**src/rtl/lowpower_pkg.sv**
```systemverilog
package lowpower_pkg;
  localparam int PCON_W    = 4;
  localparam int IDLE_BIT  = 0;
  localparam int PDOWN_BIT = 1;

  typedef enum logic [1:0] {
    MODE_RUN     = 2'd0,
    MODE_IDLE    = 2'd1,
    MODE_PDOWN   = 2'd2,
    MODE_RESTART = 2'd3
  } lpMode_e;

  // strobes from control to datapath
  typedef struct packed {
    logic wrAllow;
    logic clearReg;
    logic clearIdle;
    logic pinIdle;
    logic pinSleep;
  } lpStrobe_t;
endpackage

```
**src/rtl/lowpower_ctrl_fsm.sv**
```systemverilog
module lowpower_ctrl_fsm
  import lowpower_pkg::*;
#(
  parameter int NUM_IRQ       = 5,
  parameter int RST_CYCLES    = 24,
  parameter int STABLE_CYCLES = 16
) (
  input  logic               clk,
  input  logic               rstN,
  input  logic               hwRst,
  input  logic [NUM_IRQ-1:0] irqReq,
  input  logic [NUM_IRQ-1:0] irqEn,
  input  logic               reqIdle,
  input  logic               reqPdown,
  output lpStrobe_t          strobe,
  output lpMode_e            mode,
  output logic               cpuClkEn,
  output logic               oscEn,
  output logic               coreRstOut
);
  localparam int RW = $clog2(RST_CYCLES + 1);
  localparam int SW = $clog2(STABLE_CYCLES + 1);
  localparam logic [RW-1:0] RST_MAX  = RW'(RST_CYCLES);
  localparam logic [RW-1:0] RST_LAST = RW'(RST_CYCLES - 1);
  localparam logic [SW-1:0] STB_LAST = SW'(STABLE_CYCLES - 1);

  lpMode_e       modeNext;
  logic [RW-1:0] rstCnt;
  logic [SW-1:0] stabCnt;
  logic          rstFull;
  logic          wake;

  assign rstFull = hwRst && (rstCnt >= RST_LAST);
  assign wake    = |(irqReq & irqEn);

  always_comb begin
    modeNext = mode;
    unique case (mode)
      MODE_RUN: begin
        if (!rstFull) begin
          if (reqPdown)     modeNext = MODE_PDOWN;
          else if (reqIdle) modeNext = MODE_IDLE;
        end
      end
      MODE_IDLE:  if (rstFull || wake) modeNext = MODE_RUN;
      MODE_PDOWN: if (hwRst) modeNext = MODE_RESTART;
      MODE_RESTART: if (!hwRst && stabCnt == STB_LAST) modeNext = MODE_RUN;
      default: modeNext = MODE_RUN;
    endcase
  end

  always_ff @(posedge clk or negedge rstN) begin
    if (!rstN) begin
      mode    <= MODE_RUN;
      rstCnt  <= '0;
      stabCnt <= '0;
    end else begin
      mode <= modeNext;
      if (!hwRst)              rstCnt <= '0;
      else if (rstCnt != RST_MAX) rstCnt <= rstCnt + 1'b1;
      if (mode == MODE_RESTART && !hwRst) stabCnt <= stabCnt + 1'b1;
      else                                stabCnt <= '0;
    end
  end

  always_comb begin
    strobe.wrAllow   = (mode == MODE_RUN) && !rstFull;
    strobe.clearReg  = rstFull || (mode == MODE_PDOWN && hwRst);
    strobe.clearIdle = (mode == MODE_IDLE) && wake;
    strobe.pinIdle   = (mode == MODE_IDLE);
    strobe.pinSleep  = (mode == MODE_PDOWN) || (mode == MODE_RESTART);
  end

  assign cpuClkEn   = (mode == MODE_RUN);
  assign oscEn      = (mode != MODE_PDOWN);
  assign coreRstOut = (rstCnt == RST_MAX);
endmodule

```
**src/rtl/lowpower_pin_path.sv**
```systemverilog
module lowpower_pin_path
  import lowpower_pkg::*;
#(
  parameter int PORT_W = 8
) (
  input  logic              clk,
  input  logic              rstN,
  input  lpStrobe_t         strobe,
  input  logic              regWrEn,
  input  logic [PCON_W-1:0] regWrData,
  input  logic              extCode,
  input  logic [PORT_W-1:0] latch0,
  input  logic [PORT_W-1:0] latch1,
  input  logic [PORT_W-1:0] latch2,
  input  logic [PORT_W-1:0] latch3,
  input  logic [PORT_W-1:0] addrHi,
  input  logic              runAle,
  input  logic              runPsen,
  input  logic [PORT_W-1:0] runP0,
  input  logic              runP0Float,
  input  logic [PORT_W-1:0] runP2,
  output logic              reqIdle,
  output logic              reqPdown,
  output logic [PCON_W-1:0] pconRead,
  output logic              ale,
  output logic              psen,
  output logic [PORT_W-1:0] p0,
  output logic              p0Float,
  output logic [PORT_W-1:0] p1,
  output logic [PORT_W-1:0] p2,
  output logic [PORT_W-1:0] p3
);
  logic [PCON_W-1:0] pcon;
  logic              wrTake;
  logic              asleep;

  assign wrTake   = regWrEn && strobe.wrAllow;
  assign reqPdown = wrTake && regWrData[PDOWN_BIT];
  assign reqIdle  = wrTake && regWrData[IDLE_BIT] && !regWrData[PDOWN_BIT];

  always_ff @(posedge clk or negedge rstN) begin
    if (!rstN) begin
      pcon <= '0;
    end else if (strobe.clearReg) begin
      pcon <= '0;
    end else if (wrTake) begin
      pcon            <= regWrData;
      pcon[IDLE_BIT]  <= regWrData[IDLE_BIT] && !regWrData[PDOWN_BIT];
    end else if (strobe.clearIdle) begin
      pcon[IDLE_BIT]  <= 1'b0;
    end
  end
  assign pconRead = pcon;

  assign asleep = strobe.pinIdle || strobe.pinSleep;

  // ports 1 and 3 always carry their latch
  assign p1 = latch1;
  assign p3 = latch3;

  always_comb begin
    if (!asleep) begin
      ale     = runAle;
      psen    = runPsen;
      p0      = runP0;
      p0Float = runP0Float;
      p2      = runP2;
    end else begin
      ale     = strobe.pinIdle;
      psen    = strobe.pinIdle;
      p0      = latch0;
      p0Float = extCode;
      p2      = (extCode && strobe.pinIdle) ? addrHi : latch2;
    end
  end
endmodule

```
**src/rtl/lowpower_ctrl.sv**
```systemverilog
module lowpower_ctrl
  import lowpower_pkg::*;
#(
  parameter int NUM_IRQ       = 5,
  parameter int PORT_W        = 8,
  parameter int RST_CYCLES    = 24,
  parameter int STABLE_CYCLES = 16
) (
  input  logic               clk,
  input  logic               rstN,
  input  logic               hwRst,
  input  logic               regWrEn,
  input  logic [3:0]         regWrData,
  input  logic [NUM_IRQ-1:0] irqReq,
  input  logic [NUM_IRQ-1:0] irqEn,
  input  logic               extCode,
  input  logic [PORT_W-1:0]  latch0,
  input  logic [PORT_W-1:0]  latch1,
  input  logic [PORT_W-1:0]  latch2,
  input  logic [PORT_W-1:0]  latch3,
  input  logic [PORT_W-1:0]  addrHi,
  input  logic               runAle,
  input  logic               runPsen,
  input  logic [PORT_W-1:0]  runP0,
  input  logic               runP0Float,
  input  logic [PORT_W-1:0]  runP2,
  output logic               cpuClkEn,
  output logic               oscEn,
  output logic               coreRstOut,
  output logic [3:0]         pconRead,
  output logic               ale,
  output logic               psen,
  output logic [PORT_W-1:0]  p0,
  output logic               p0Float,
  output logic [PORT_W-1:0]  p1,
  output logic [PORT_W-1:0]  p2,
  output logic [PORT_W-1:0]  p3
);
  lpStrobe_t strobe;
  lpMode_e   curMode;
  logic      reqIdle;
  logic      reqPdown;

  lowpower_ctrl_fsm #(
    .NUM_IRQ(NUM_IRQ), .RST_CYCLES(RST_CYCLES), .STABLE_CYCLES(STABLE_CYCLES)
  ) u_fsm (
    .clk(clk), .rstN(rstN), .hwRst(hwRst), .irqReq(irqReq), .irqEn(irqEn),
    .reqIdle(reqIdle), .reqPdown(reqPdown), .strobe(strobe), .mode(curMode),
    .cpuClkEn(cpuClkEn), .oscEn(oscEn), .coreRstOut(coreRstOut)
  );

  lowpower_pin_path #(.PORT_W(PORT_W)) u_path (
    .clk(clk), .rstN(rstN), .strobe(strobe), .regWrEn(regWrEn),
    .regWrData(regWrData), .extCode(extCode), .latch0(latch0), .latch1(latch1),
    .latch2(latch2), .latch3(latch3), .addrHi(addrHi), .runAle(runAle),
    .runPsen(runPsen), .runP0(runP0), .runP0Float(runP0Float), .runP2(runP2),
    .reqIdle(reqIdle), .reqPdown(reqPdown), .pconRead(pconRead), .ale(ale),
    .psen(psen), .p0(p0), .p0Float(p0Float), .p1(p1), .p2(p2), .p3(p3)
  );
endmodule

```
**config.mk**
```make
export PLATFORM = sky130hd
export DESIGN_NAME = lowpower_ctrl
export DESIGN_NICKNAME = d
export VERILOG_FILES = /design/src/rtl/lowpower_pkg.sv /design/src/rtl/lowpower_ctrl_fsm.sv /design/src/rtl/lowpower_pin_path.sv /design/src/rtl/lowpower_ctrl.sv
export SDC_FILE = /design/constraint.sdc
export NUM_CORES = 1
export LEC_CHECK = 0
export ABC_AREA = 1
export BUFFER_PORTS_ARGS = -buffer_cell sky130_fd_sc_hd__buf_2
export CORE_MARGIN = 4
export CORE_UTILIZATION = 34
export DETAILED_ROUTE_END_ITERATION = 7
export MAX_ROUTING_LAYER = met4
export PLACE_DENSITY = 0.78
export SYNTH_ARGS = -nofsm -noshare
export SYNTH_HDL_FRONTEND = slang
export SYNTH_SLANG_ARGS = --single-unit
```
**constraint.sdc**
```tcl
create_clock -name clk -period 1.4 [get_ports clk]
set_input_delay 0.14 -clock clk [delete_from_list [all_inputs] [get_ports clk]]
set_output_delay 0.14 -clock clk [all_outputs]
set_load 0.005 [all_outputs]
```
==> results of run 1 <==
[cell usage after synthesis, drive strengths merged]
| cell type | number |
|---|---|
| a21oi | 4 |
| a31oi | 8 |
| buf | 20 |
| clkbuf | 1 |
| dfrtp | 16 |
| ha | 4 |
| inv | 21 |
| nand2 | 66 |
| nand3 | 19 |
| nand4 | 1 |
| nor2 | 29 |
| nor3 | 1 |
| nor3b | 1 |
| o21ai | 6 |
| xnor2 | 1 |
| xor2 | 2 |
[cell type report]
type | count | share of cell area (%)
Timing Repair inverter | 1 | 0.420
Timing Repair Buffer | 111 | 30.6
Tap cell | 48 | 2.88
Inverter | 21 | 4.50
Sequential cell | 16 | 19.3
Clock buffer | 4 | 2.64
Multi-Input combinational cell | 142 | 39.7
[what timing repair did]
| item | CTS | global route |
|---|---|---|
| hold buffers | 1 | 0 |
| pin swaps | 23 | 17 |
| setup buffers | 10 | 4 |
| endpoints found under the hold margin | 16 | 0 |
| gates cloned | 2 | 1 |
| endpoints found under the setup margin | 22 | 27 |
| resized for setup | 27 | 29 |
[report_power, final]
part,switching (uW),total [uW],leakage [uW],internal (uW)
registers,83.8,640,0.000211,556
logic,1120,2170,0.000965,1050
clock network,164,414,0.0000288,250
total,1370,3220,0.00120,1860
[path summary, 6_finish.rpt]
path	start	endpoint	slack, ns
min reg2reg	u_path.pconRead[1]	u_path.pconRead[1]	0.48
max in group asynchronous	rstN	u_fsm.mode[1]	0.78
max	u_fsm.stabCnt[0]	u_fsm.mode[1]	-0.13
min	regWrData[1]	u_path.pconRead[0]	0.1
min in group asynchronous	rstN	u_fsm.stabCnt[1]	0.33
max reg2reg	u_fsm.stabCnt[0]	u_fsm.mode[1]	-0.13
[worst reg2reg max path: cells and delay by family, from the launching register on]
kind                       cells  cell delay (ns)
AOI/OAI and AO/OA              1             0.06
adders and majority gates      2             0.31
buffers and inverters          1             0.06
DFF                            1             0.40
and+or+nand+nor                8             0.65
[per-layer routing]
layer  track usage [%]  up-vias  wire, um
met5                 -        -         0
met1              18.2      709      1570
met2              31.0       70      2310
li1                  -      804         -
met3              3.45        7       354
met4              4.89        0        42
[metrics by stage]
step,setup WS [ns],cells
global placement,-0.0211,322
CTS,-0.114,339
finish,-0.129,343
global route,-0.233,343
floorplan,0.00142,200
detailed placement,-0.0915,322
[registers in the layout (all words and copies together) (netlist names)]
name,flops
u_fsm.mode,2
u_fsm.rstCnt,5
u_fsm.stabCnt,5
u_path.pconRead,4
[cells by family after synthesis]
logic type	share of synthesized area, %
AOI/OAI and AO/OA	7.66
xor gates and xnor gates	2.01
adders and majority gates	3.83
buffers and inverters	17.3
DFF	30.6
and+or+nand+nor	38.6
==> results_dict.tcl, run 1 <==
set metrics [dict create \
    slowest_stage "dfrtp_1" \
    io_buffers 87 \
    worstSetupStartpointType "flip-flop" \
    setup_viol 19 \
    ys_ff_latch 16 \
    start_util_pct 35.4 \
    seqCellArea_um2 403 \
    nFillCells 369 \
    insertion_delay_ns 0.25 \
    power_uw 3220 \
    rsz0062_at_grt "true" \
    setup.worst_path.end_class "flip-flop" \
    cts_made_buffers 3 \
    cts_tree "yes" \
    clkSinkCount 16 \
    synth_area_per_cell_um2 6.54 \
    tns_ns -1.20 \
    cts_root_buffer "clkbuf_8" \
    ios 120 \
    multi_input_area_um2 827 \
    antenna_found_initial 0 \
    violations "negative setup slack" \
    critical_path_class "flip-flop to flip-flop" \
    coreArea_um2 3690 \
    worstPathBufferInverterCount 1 \
    post-route-period-util_pct 109 \
    period_minus_slack_ns 1.53 \
    gp_congestion 0.937 \
    h-tree-depth 1 \
    cp.depth 12 \
    outcome "finished with violations" \
    ir_worst_vdd_mv 0.635 \
    dr_total_vias 1590 \
    critPathMaxFanout 2 \
    fin_worst_skew_ns 0.00250 \
    synthTopCellsByArea "dfrtp_1 (31%), nand2_1 (18%), buf_4 (9.8%), nor2_1 (7.8%), nand3_1 (6.9%)" \
    worst_slew_pin_slew_ns 0.364 \
    viasPerCell 4.64 \
    max-slew-margin-rel_pct 75.7 \
    place_area_um2 1720 \
    overflow 0 \
    whs_ns 0.0967 \
    die_area_um2 4900 \
    layout_setup_ws_ns -0.129 \
    hold_class "input pin to flip-flop" \
    max_freq_ghz 0.654 \
    synth_nets 282 \
    grt_pass1_wl_um 6670 \
    grt.total_usage_pct 16.9 \
    layout_common_cells "buf_2 (87), nand2_1 (48), nor2_1 (23)" \
    ctsLongestPathBuffers 2 \
    drive_gt1_share_pct 52.2 \
    final_common_cell "buf_2" \
    yosysTopAreaCell "dfrtp_1" \
    synth_warnings 0 \
    required_ns 1.59 \
    die_x_um 70.0 \
    syn_inst 200 \
    critical_path.max_stage_delay_ns 0.40 \
    finish.utilization_pct 56.5 \
    syn2layout_area_growth_pct 59.4 \
    stdcell_area_um2 2080 \
    grt_max_degree 27 \
    rows 22 \
    routedWlPerCell_um 12.4 \
    drtIter0Drc 44 \
    diodes 0 \
    netlist_area_um2 1310 \
    rr_worst_depth 12 \
    drc 0 \
    arrival_ns 1.72 \
    crit_path_cell_trace "ha_4 > nand2_4 > nor2_4 > ha_4 > nand2_4 > nand2_2 > o21ai_2 > inv_2 > nand2_2 > nor2_2 > nand3_1 > nand2_1" \
    synthDistinctLibCells 25 \
    ant_nets 0 \
    dr.pass1.iters 4 \
    finalMaxSlewViolations 0 \
    fin_nets 378 \
    cp_top_family "simple AND/OR/NAND/NOR gates" \
    power.density_nw_per_um2 1550 \
    hold_violations 0 \
    die_y_um 70.0 \
    cts.clk_slew.worst_paths_ns 0.06 \
    routed_wl_um 4270 \
    place_hpwl_um 3080 \
    grt_pass1_vias 1536 \
    drv_cap 0 \
    leakagePower_uw 0.00120 \
    synth_top_area_share_pct 30.6 \
    whs_path_depth 2 \
    synth-seq-area-share_pct 30.6 \
]
Power figures use the tool's default switching activity.
==> inputs of run 2 (changes only) <==
Settings changed: ABC_AREA 1 to 0, CAP_MARGIN set to 20, CORE_UTILIZATION 34 to 33, PLACE_DENSITY 0.78 to 0.83.
==> results_dict.tcl, run 2 <==
set metrics [dict create \
    place_ws_ns -0.0233 \
    grt.total_usage_pct 16.0 \
    r2r-start "u_fsm.rstCnt[1]" \
    antenna_found_initial 0 \
    required_ns 1.26 \
    drtIter0Drc 45 \
    power_uw 1260 \
    worst_slew_pin_slew_ns 0.487 \
    grt_max_degree 17 \
    hp-start "regWrData[1]" \
    start_util_pct 34.6 \
    nFillCells 305 \
    yosysTopAreaCell "dfrtp_1" \
    insertion_delay_ns 0.25 \
    ys_ff_latch 16 \
    grt_pass1_vias 1434 \
    cts_root_buffer "clkbuf_8" \
    rows 22 \
    hold_violations 0 \
    layout_common_cells "buf_2 (83), dfrtp_1 (14), buf_6 (12), buf_4 (12), and3_1 (10)" \
    finalMaxSlewViolations 0 \
    critical_path_class "flip-flop to output pin" \
    outcome "finished with violations" \
    synth-seq-area-share_pct 31.2 \
    diodes 0 \
    async_reset_ff_share_pct 100 \
    yosysMostFrequentCell "buf_4" \
    synthTopCellsByCount "buf_4 (17), dfrtp_1 (16), and3_1 (11), nor2_1 (10)" \
    leakagePower_uw 0.00104 \
    synth_warnings 0 \
    synthFlopType "dfrtp_1" \
    hold_class "input pin to flip-flop" \
    layout_setup_ws_ns -0.130 \
    synth_area_per_cell_um2 9.24 \
    die_y_um 70.4 \
    overflow 0 \
    syn2layout_area_growth_pct 60.3 \
    critPathMaxFanout 5 \
    dr_total_vias 1397 \
    fin_nets 313 \
    routedWlPerCell_um 15.5 \
    netlist_area_um2 1280 \
    period_minus_slack_ns 1.53 \
    die_area_um2 4960 \
    max-slew-margin-rel_pct 67.4 \
    viasPerCell 5.03 \
    worstSetupStartpointType "flip-flop" \
    die_x_um 70.4 \
    power.density_nw_per_um2 610 \
    stdcell_count 278 \
    fin_worst_skew_ns 0.000825 \
    synth_top_area_share_pct 31.2 \
    gp_congestion 0.811 \
    clkSinkCount 16 \
    coreArea_um2 3720 \
    slowest_stage "dfrtp_2" \
    ant_nets 0 \
    synthTopCellsByArea "dfrtp_1 (31%), buf_4 (9.9%), mux2_2 (7.9%), o2bb2ai_1 (5.5%), and3_1 (5.4%)" \
    drc 0 \
    max_freq_ghz 0.654 \
    synth_edf_count 0 \
    synthDistinctLibCells 34 \
    io_buffers 87 \
    crit_path_cell_trace "nor2_4 > mux2_4 > buf_6" \
    final_common_cell "buf_2" \
    cts_made_buffers 3 \
    arrival_ns 1.39 \
    dpl.cell_count 264 \
    ios 120 \
    dr.pass1.iters 7 \
    setup_viol 24 \
    whs_ns 0.148 \
    cp_top_family "flip-flops" \
    rsz0062_at_grt "true" \
    grt_pass1_wl_um 6310 \
    h-tree-depth 1 \
    ctsLongestPathBuffers 2 \
    routed_wl_um 4310 \
    violations "negative setup slack" \
    cts_tree "yes" \
    synth_nets 221 \
    drive_gt1_share_pct 65.7 \
    drv_cap 0 \
    startpoint "u_fsm.mode[1]" \
    place_hpwl_um 2950 \
    post-route-period-util_pct 109 \
    cts.clk_slew.worst_paths_ns 0.06 \
    ir_worst_vdd_mv 0.754 \
    setup.worst_path.end_class "output pin" \
    tns_ns -2.00 \
    syn_inst 139 \
    critical_path.max_stage_delay_ns 0.46 \
    worstPathBufferInverterCount 1 \
]
-- run 2: changes by cell type after synthesis, moves of 3 or more --
cell / previous run / this run
mux2_2: 0 / 9
a211oi_1: 0 / 3
nand2_1: 64 / 3
mux2i_1: 0 / 4
nor2_1: 27 / 10
nor2b_1: 0 / 4
o2bb2ai_1: 0 / 8
and3_1: 0 / 11
and2_1: 0 / 3
inv_1: 18 / 6
a21oi_1: 4 / 9
xnor2_1: 1 / 4
a31oi_1: 8 / 0
nand3_1: 18 / 3
-- run 2: stage by stage --
stage                     util (%)  cell area, um^2
after CTS                     52.2             1940
final                         55.4             2060
after detailed placement      46.2             1720
after floorplan                  -             1280
after global routing          55.4             2060
after global placement        46.2             1720
-- run 2: area by class of cell --
| cell class | count | area [um^2] | area share, % |
|---|---|---|---|
| Inverter | 7 | 31.3 | 1.52 |
| Clock buffer | 4 | 55.1 | 2.67 |
| Sequential cell | 16 | 403 | 19.6 |
| Tap cell | 48 | 60.1 | 2.92 |
| Timing Repair Buffer | 108 | 651 | 31.6 |
| Multi-Input combinational cell | 95 | 860 | 41.7 |
-- run 2: final timing paths --
kind / to / slack [ns] / cells after the start
setup reg to reg: u_fsm.rstCnt[0] / -0.05 / 7
hold / removal: u_path.pconRead[1] / 0.15 / 3
setup / recovery: p0[5] / -0.13 / 3
hold reg to reg: u_fsm.stabCnt[0] / 0.55 / 2
min in group asynchronous: u_fsm.rstCnt[3] / 0.33 / 2
max in group asynchronous: u_fsm.mode[0] / 0.79 / 2
-- run 2: where the power goes --
part / switching (uW) / total [uW] / internal [uW]
clock network: 170 / 420 / 250
logic: 138 / 337 / 199
registers: 17.1 / 498 / 481
total: 325 / 1260 / 930
-- run 2: what timing repair did --
item / CTS / global route
cloned: 1 / 0
setup buffers: 6 / 3
pin swaps: 8 / 12
setup endpoints to repair: 21 / 28
endpoints found under the hold margin: 16 / 0
gates resized for setup: 28 / 24
hold buffers: 1 / 0
-- run 2: tightest hold or removal path, cell delays in order --
cell and delay, ns:
buf_2 0.11, nand2_1 0.05, a21oi_1 0.06
-- run 2: metal layers --
layer  part of all wire, %  routed length, um  track usage [%]  up-vias
met5                     0                  0                -        -
met4                   1.7                 75             6.17        0
met3                   6.8                295             2.73       11
met2                    50               2170             28.0       65
met1                    41               1770             18.1      654
li1                      -                  -                -      667
-- run 2: cells by family (layout without fill, tap and decap cells) --
kind of cell / after synthesis / after routing / synth area share [%]
AO/OA/AOI/OAI: 32 / 32 / 17.7
AND/OR/NAND/NOR: 39 / 40 / 18.0
flip-flops: 16 / 16 / 31.2
multiplexers: 13 / 13 / 11.0
buffers and inverters: 29 / 119 / 14.1
XOR/XNOR: 6 / 6 / 4.09
adder cells (fa/ha/maj): 4 / 4 / 3.89
